===== config.mk =====
export PLATFORM = sky130hd
export DESIGN_NAME = uart_rx_queue
export DESIGN_NICKNAME = d
export VERILOG_FILES = /design/src/rtl/rxq_pkg.sv /design/src/rtl/rxq_ctrl.sv /design/src/rtl/rxq_data.sv /design/src/rtl/uart_rx_queue.sv
export SDC_FILE = /design/constraint.sdc
export NUM_CORES = 1
export LEC_CHECK = 0
export BUFFER_PORTS_ARGS = -buffer_cell sky130_fd_sc_hd__buf_2
export CAP_MARGIN = 20
export CORE_ASPECT_RATIO = 0.6
export CORE_MARGIN = 2
export CORE_UTILIZATION = 55
export CTS_CLUSTER_DIAMETER = 30
export DETAILED_ROUTE_END_ITERATION = 10
export PLACE_DENSITY = 0.71
export SKIP_CTS_REPAIR_TIMING = 1
export SLEW_MARGIN = 15
export SYNTH_ARGS = -nofsm -noshare
export SYNTH_HDL_FRONTEND = slang
export SYNTH_SLANG_ARGS = --single-unit

===== constraint.sdc =====
create_clock -name clk -period 6.2 [get_ports clk]
set_input_delay 0.93 -clock clk [delete_from_list [all_inputs] [get_ports clk]]
set_output_delay 0.93 -clock clk [all_outputs]
set_load 0.005 [all_outputs]

===== src/rtl/rxq_pkg.sv =====
package rxq_pkg;

  localparam int MAX_BITS = 8;
  localparam int ENT_W    = MAX_BITS + 3;

  typedef enum logic [2:0] {
    ST_IDLE, ST_START, ST_DATA, ST_PAR, ST_STOP, ST_WAITHI
  } rxState_e;

  // strobes from control to datapath, each valid for one clock
  typedef struct packed {
    logic clrShift;
    logic shiftBit;
    logic capPar;
    logic push;
  } rxStrobe_t;

  function automatic int trigLevel(input logic [1:0] sel);
    case (sel)
      2'd0:    return 1;
      2'd1:    return 16;
      2'd2:    return 32;
      default: return 56;
    endcase
  endfunction

endpackage


===== src/rtl/rxq_ctrl.sv =====
module rxq_ctrl
  import rxq_pkg::*;
#(
  parameter int OVS        = 16,
  parameter int IDLE_CHARS = 4
) (
  input  logic       clk,
  input  logic       rstN,
  input  logic       baudTick,
  input  logic       rxIn,
  input  logic [1:0] cfgDataBits,
  input  logic       cfgParEn,
  input  logic       qEmpty,
  output logic       rxBit,
  output rxStrobe_t  strobe,
  output logic       idleFlag
);
  localparam int CNT_W    = $clog2(OVS);
  localparam int IDLE_MAX = IDLE_CHARS * OVS * (MAX_BITS + 3);
  localparam int IDLE_W   = $clog2(IDLE_MAX + 1);
  localparam logic [CNT_W-1:0] CNT_MID  = CNT_W'(OVS / 2 - 1);
  localparam logic [CNT_W-1:0] CNT_LAST = CNT_W'(OVS - 1);

  rxState_e          state;
  logic [1:0]        rxSync;
  logic [CNT_W-1:0]  tickCnt;
  logic [2:0]        bitIdx;
  logic [2:0]        lastIdx;
  logic [IDLE_W-1:0] idleCnt;
  logic [IDLE_W-1:0] idleLimit;
  logic              atMid;
  logic              atEnd;

  assign rxBit   = rxSync[1];
  assign lastIdx = 3'd4 + {1'b0, cfgDataBits};
  assign atMid   = baudTick && (tickCnt == CNT_MID);
  assign atEnd   = baudTick && (tickCnt == CNT_LAST);

  always_ff @(posedge clk or negedge rstN) begin
    if (!rstN) rxSync <= 2'b11;
    else       rxSync <= {rxSync[0], rxIn};
  end

  always_comb begin
    strobe          = '0;
    strobe.clrShift = (state == ST_START) && atMid && !rxBit;
    strobe.shiftBit = (state == ST_DATA)  && atEnd;
    strobe.capPar   = (state == ST_PAR)   && atEnd;
    strobe.push     = (state == ST_STOP)  && atEnd;
  end

  always_ff @(posedge clk or negedge rstN) begin
    if (!rstN) begin
      state   <= ST_IDLE;
      tickCnt <= '0;
      bitIdx  <= '0;
    end else if (baudTick) begin
      case (state)
        ST_IDLE: begin
          tickCnt <= '0;
          if (!rxBit) state <= ST_START;
        end
        ST_START: begin
          if (tickCnt == CNT_MID) begin
            tickCnt <= '0;
            bitIdx  <= '0;
            state   <= rxBit ? ST_IDLE : ST_DATA;
          end else tickCnt <= tickCnt + 1'b1;
        end
        ST_DATA: begin
          if (tickCnt == CNT_LAST) begin
            tickCnt <= '0;
            if (bitIdx == lastIdx) state <= cfgParEn ? ST_PAR : ST_STOP;
            else                   bitIdx <= bitIdx + 1'b1;
          end else tickCnt <= tickCnt + 1'b1;
        end
        ST_PAR: begin
          if (tickCnt == CNT_LAST) begin
            tickCnt <= '0;
            state   <= ST_STOP;
          end else tickCnt <= tickCnt + 1'b1;
        end
        ST_STOP: begin
          if (tickCnt == CNT_LAST) begin
            tickCnt <= '0;
            state   <= rxBit ? ST_IDLE : ST_WAITHI;
          end else tickCnt <= tickCnt + 1'b1;
        end
        default: begin
          tickCnt <= '0;
          if (rxBit) state <= ST_IDLE;
        end
      endcase
    end
  end

  // idle window: IDLE_CHARS character times measured in baud ticks
  assign idleLimit = IDLE_W'(IDLE_CHARS * OVS *
                     (7 + int'(cfgDataBits) + int'(cfgParEn)));

  always_ff @(posedge clk or negedge rstN) begin
    if (!rstN)                                idleCnt <= '0;
    else if (state != ST_IDLE || qEmpty)      idleCnt <= '0;
    else if (baudTick && idleCnt < idleLimit) idleCnt <= idleCnt + 1'b1;
  end

  assign idleFlag = (state == ST_IDLE) && !qEmpty && (idleCnt >= idleLimit);

endmodule


===== src/rtl/rxq_data.sv =====
module rxq_data
  import rxq_pkg::*;
#(
  parameter int DEPTH  = 64,
  parameter int FILL_W = $clog2(DEPTH + 1)
) (
  input  logic                clk,
  input  logic                rstN,
  input  logic                rxBit,
  input  rxStrobe_t           strobe,
  input  logic [1:0]          cfgDataBits,
  input  logic                cfgParEn,
  input  logic                cfgParOdd,
  input  logic                popReq,
  output logic [MAX_BITS-1:0] rdData,
  output logic                rdParErr,
  output logic                rdFrmErr,
  output logic                rdBrk,
  output logic                qEmpty,
  output logic [FILL_W-1:0]   fillLevel,
  output logic                overflow
);
  localparam int ADDR_W = $clog2(DEPTH);

  logic [MAX_BITS-1:0] shiftReg;
  logic [MAX_BITS-1:0] aligned;
  logic                parAcc;
  logic                parBit;
  logic                allZero;
  logic                isFrm;
  logic                isBrk;
  logic                isParErr;
  logic [ENT_W-1:0]    newEntry;
  logic [ENT_W-1:0]    mem [DEPTH];
  logic [ADDR_W-1:0]   wrPtr;
  logic [ADDR_W-1:0]   rdPtr;
  logic                qFull;
  logic                doPush;
  logic                doPop;

  always_ff @(posedge clk or negedge rstN) begin
    if (!rstN) begin
      shiftReg <= '0;
      parAcc   <= 1'b0;
      parBit   <= 1'b0;
      allZero  <= 1'b1;
    end else if (strobe.clrShift) begin
      shiftReg <= '0;
      parAcc   <= 1'b0;
      parBit   <= 1'b0;
      allZero  <= 1'b1;
    end else if (strobe.shiftBit) begin
      shiftReg <= {rxBit, shiftReg[MAX_BITS-1:1]};
      parAcc   <= parAcc ^ rxBit;
      allZero  <= allZero & ~rxBit;
    end else if (strobe.capPar) begin
      parBit   <= rxBit;
      allZero  <= allZero & ~rxBit;
    end
  end

  // the first data bit sits lowest after the shifts; drop unused positions
  assign aligned  = shiftReg >> (2'd3 - cfgDataBits);
  assign isFrm    = !rxBit;
  assign isBrk    = isFrm && allZero;
  assign isParErr = cfgParEn && !isBrk && (parBit != (parAcc ^ cfgParOdd));
  assign newEntry = {isBrk, isFrm, isParErr, isBrk ? '0 : aligned};

  assign qEmpty = (fillLevel == '0);
  assign qFull  = (fillLevel == FILL_W'(DEPTH));
  assign doPop  = popReq && !qEmpty;
  assign doPush = strobe.push && (!qFull || doPop);

  always_ff @(posedge clk) begin
    if (doPush) mem[wrPtr] <= newEntry;
  end

  always_ff @(posedge clk or negedge rstN) begin
    if (!rstN) begin
      wrPtr     <= '0;
      rdPtr     <= '0;
      fillLevel <= '0;
      overflow  <= 1'b0;
    end else begin
      if (doPush) wrPtr <= (wrPtr == ADDR_W'(DEPTH - 1)) ? '0 : wrPtr + 1'b1;
      if (doPop)  rdPtr <= (rdPtr == ADDR_W'(DEPTH - 1)) ? '0 : rdPtr + 1'b1;
      if (doPush && !doPop)      fillLevel <= fillLevel + 1'b1;
      else if (doPop && !doPush) fillLevel <= fillLevel - 1'b1;
      if (strobe.push && !doPush) overflow <= 1'b1;
      else if (doPop)             overflow <= 1'b0;
    end
  end

  assign {rdBrk, rdFrmErr, rdParErr, rdData} = mem[rdPtr];

endmodule


===== src/rtl/uart_rx_queue.sv =====
module uart_rx_queue
  import rxq_pkg::*;
#(
  parameter int DEPTH      = 64,
  parameter int OVS        = 16,
  parameter int IDLE_CHARS = 4,
  parameter int FILL_W     = $clog2(DEPTH + 1)
) (
  input  logic                clk,
  input  logic                rstN,
  input  logic                baudTick,
  input  logic                rxIn,
  input  logic [1:0]          cfgDataBits,
  input  logic                cfgParEn,
  input  logic                cfgParOdd,
  input  logic [1:0]          cfgTrig,
  input  logic                popReq,
  output logic [MAX_BITS-1:0] rdData,
  output logic                rdParErr,
  output logic                rdFrmErr,
  output logic                rdBrk,
  output logic                rdValid,
  output logic [FILL_W-1:0]   fillLevel,
  output logic                trigIrq,
  output logic                overflow,
  output logic                idleFlag
);
  rxStrobe_t strobe;
  logic      rxBit;
  logic      qEmpty;

  rxq_ctrl #(.OVS(OVS), .IDLE_CHARS(IDLE_CHARS)) u_ctrl (
    .clk(clk), .rstN(rstN), .baudTick(baudTick), .rxIn(rxIn),
    .cfgDataBits(cfgDataBits), .cfgParEn(cfgParEn), .qEmpty(qEmpty),
    .rxBit(rxBit), .strobe(strobe), .idleFlag(idleFlag)
  );

  rxq_data #(.DEPTH(DEPTH), .FILL_W(FILL_W)) u_data (
    .clk(clk), .rstN(rstN), .rxBit(rxBit), .strobe(strobe),
    .cfgDataBits(cfgDataBits), .cfgParEn(cfgParEn), .cfgParOdd(cfgParOdd),
    .popReq(popReq), .rdData(rdData), .rdParErr(rdParErr),
    .rdFrmErr(rdFrmErr), .rdBrk(rdBrk), .qEmpty(qEmpty),
    .fillLevel(fillLevel), .overflow(overflow)
  );

  assign rdValid = !qEmpty;
  assign trigIrq = int'(fillLevel) >= trigLevel(cfgTrig);

endmodule


==> out/metrics.csv <==
metric,value,unit
CP arrival,3.74,ns
1st-pass router iterations,6,
maximum fanout along the worst path,55,
port bufs,32,
outcome,finished clean,
Antenna Nets Post-Route,0,
clk_lat worst skew,0.64,ns
YS warnings,0,
vias in the first global route,15925,
crit share post-route,0.753,
Post-Route Skew,0.0266,ns
I/O pin total,33,
overall die width,307,µm
post-synthesis instance area,30400,µm²
Post-DP HPWL,42.1,mm
overall routing resource usage,0.252,
Mapped Cells,1584,
final count of pins violating max slew,0,
die area,57200,µm²
Worst EP required,5.27,ns
Crit Path Category,reg -> out,
Setup-failing EPs final,0,
Leak,12.5,nW
Slew @ Worst Pin,1.10,ns
"FF+latch count, synth",757,
number of max-cap violations,0,
DRT iter0 DRCs,2140,
FP Rows,66,
H-tree Lvls,3,
max frequency,214,MHz
CTS tree,done,
clock network power share,0.402,
Area Overhead vs Synth,15.4,%
Sw Share,0.288,
unrepaired setup endpoints after global routing,no,
largest net degree at the start of global routing,66,
"most common cell after layout, fill and taps aside",edfxtp_1,
CTS Buf Count,97,
vias per cell,6.50,
CTS Root Cell,clkbuf_16,
Hold Crit Class,in -> async,
routability congestion estimate,0.861,
PD cells,403,nW/µm²
Net Sw Power,4.06,mW
mean post-synth cell area,19.2,µm²
final wirelength,70.1,mm
DRC viols,0,
CP cell instances,buf_12 -> mux4_2 -> a22o_1 -> a21oi_1 -> a221oi_1 -> a211o_1 -> buf_2,
layout cell share with drive strength beyond 1,0.279,
CTS max path bufs,3,
initial core utilization,0.559,
post-synth net total,1619,
Placed Instance Area,31500,µm²
Yosys cell types,66,
Final min period,4.67,ns
global-route wire length before repair,104,mm
WL per Instance,28.1,µm
clock slew seen by the registers of the worst setup and hold paths,0.06,ns
Post-synth EDFFs,704,
Core Area,54300,µm²
Async SR Flop Fraction,0.0700,
Comb pwr share,0.181,
Fin. Hold Viols,0,
Crit path largest cell delay,0.84,ns
cell-internal power,10.1,mW
Critical-path top delay cell,dfrtp_4,
clk sinks,757,
Rel. slew slack,0.262,
Seq pwr share,0.417,
DR vias,16215,
initial antenna violation count,0,
total negative slack,0,ns
register area share after synthesis,0.740,
final core utilization,0.645,
fin area,35000,µm²
most common flop cell mapped by yosys,edfxtp_1,
fin nets,1735,
CP Launch Type,register,
gr ovfl total,0,
die height,186,µm
VDD IR max,0.328,mV
most frequent cells in the layout,"edfxtp_1 (704), mux4_2 (169), clkbuf_16 (100)",
Inserted Diodes,0,
CP Capture Type,output port,
## cell type report
| type | instances | area, µm² |
|---|---|---|
| clock buffers | 107 | 2530 |
| clock inverters | 73 | 798 |
| fillers | 3597 | 19300 |
| inverters | 32 | 120 |
| multi-input cells | 706 | 7410 |
| flip-flops and latches | 757 | 22500 |
| well taps | 714 | 893 |
| repair buffers | 106 | 792 |
## Yosys cell counts, types with 6 or more instances
cell	instances	area, µm²
dfrtp_1	50	1250
nor3_1	8	40.0
a22oi_1	51	383
mux2i_1	16	160
a22o_1	6	52.6
clkbuf_1	51	191
inv_1	30	113
nand2b_1	6	37.5
buf_4	10	75.1
a21oi_1	39	195
a211o_1	7	61.3
buf_6	7	78.8
a21o_1	10	75.1
ha_1	23	288
nor2b_1	11	68.8
and3_1	6	37.5
buf_1	6	22.5
o31ai_1	11	82.6
nand4_1	7	43.8
buf_2	13	65.1
o21ai_0	35	175
a221oi_1	23	201
nor2_1	82	308
mux4_2	169	3810
nand2_1	64	240
nand3_1	20	100
or4_1	13	97.6
xnor2_1	12	105
edfxtp_1	704	21100
mux2_2	16	180
## stage by stage
stage                     std cells  setup slack (ns)  hold WS [ns]  total power [mW]
final                          2495              1.53         0.105              14.1
after global routing           2495              1.34        0.0886              14.6
after CTS                      2471              1.46        0.0824              14.1
after detailed placement       2291              1.90         0.351              8.51
after global placement         2289              2.01         0.347              8.46
after floorplan                1584              1.15         0.345              7.63
## flip-flops by register name, summed over array words and instances (netlist names), 2 cells and up
name,flops
u_data.mem,704
u_ctrl.idleCnt,10
u_data.shiftReg,8
u_data.fillLevel,7
u_data.rdPtr,6
u_data.wrPtr,6
u_ctrl.tickCnt,4
u_ctrl.bitIdx,3
u_ctrl.state,3
u_ctrl.rxSync,2
## power by group through the flow
stage          clock network [mW]  logic [mW]  registers (mW)
2_1_floorplan                   0        1.83            5.80
3_3_place_gp                    0        2.48            5.98
3_5_place_dp                    0        2.52            5.99
4_1_cts                      5.73        2.53            5.89
5_1_grt                      5.95        2.72            5.91
6_report                     5.67        2.56            5.89
## layer usage
| layer | track usage | vias up | share of wire |
|---|---|---|---|
| li1 | - | 6770 | - |
| met1 | 0.386 | 8489 | 0.44 |
| met2 | 0.348 | 851 | 0.43 |
| met3 | 0.0879 | 102 | 0.11 |
| met4 | 0.0640 | 3 | 0.020 |
| met5 | 0 | - | 0.00083 |
## logic make-up after synthesis
group | Yosys count | share of synthesized area
fa+ha+maj | 24 | 0.0101
xor+xnor | 14 | 0.00404
simple gates | 249 | 0.0399
buf+inv | 121 | 0.0194
compound gates | 217 | 0.0495
flops | 757 | 0.740
mux | 202 | 0.137
## critical path, delay by kind of cell, from the launching register on
family | cells | cell delay (ns)
AOI/OAI and AO/OA | 4 | 1.08
DFF | 1 | 0.84
buffers and inverters | 2 | 0.58
muxes | 1 | 0.57
## final timing paths
| path | slack, ns | startpoint | depth (start not counted) | endpoint |
|---|---|---|---|---|
| setup / recovery | 1.53 | u_data.rdPtr[0] | 7 | rdData[0] |
| hold / removal | 0.10 | rstN | 1 | u_data.shiftReg[2] |
| max in group asynchronous | 5.13 | rstN | 2 | u_data.rdPtr[1] |
| hold reg to reg | 0.36 | u_ctrl.rxSync[0] | 0 | u_ctrl.rxSync[1] |
| setup reg to reg | 2.14 | u_data.fillLevel[0] | 12 | u_data.fillLevel[5] |
| min in group clk | 0.36 | u_ctrl.rxSync[0] | 0 | u_ctrl.rxSync[1] |
Power figures use the tool's default switching activity.
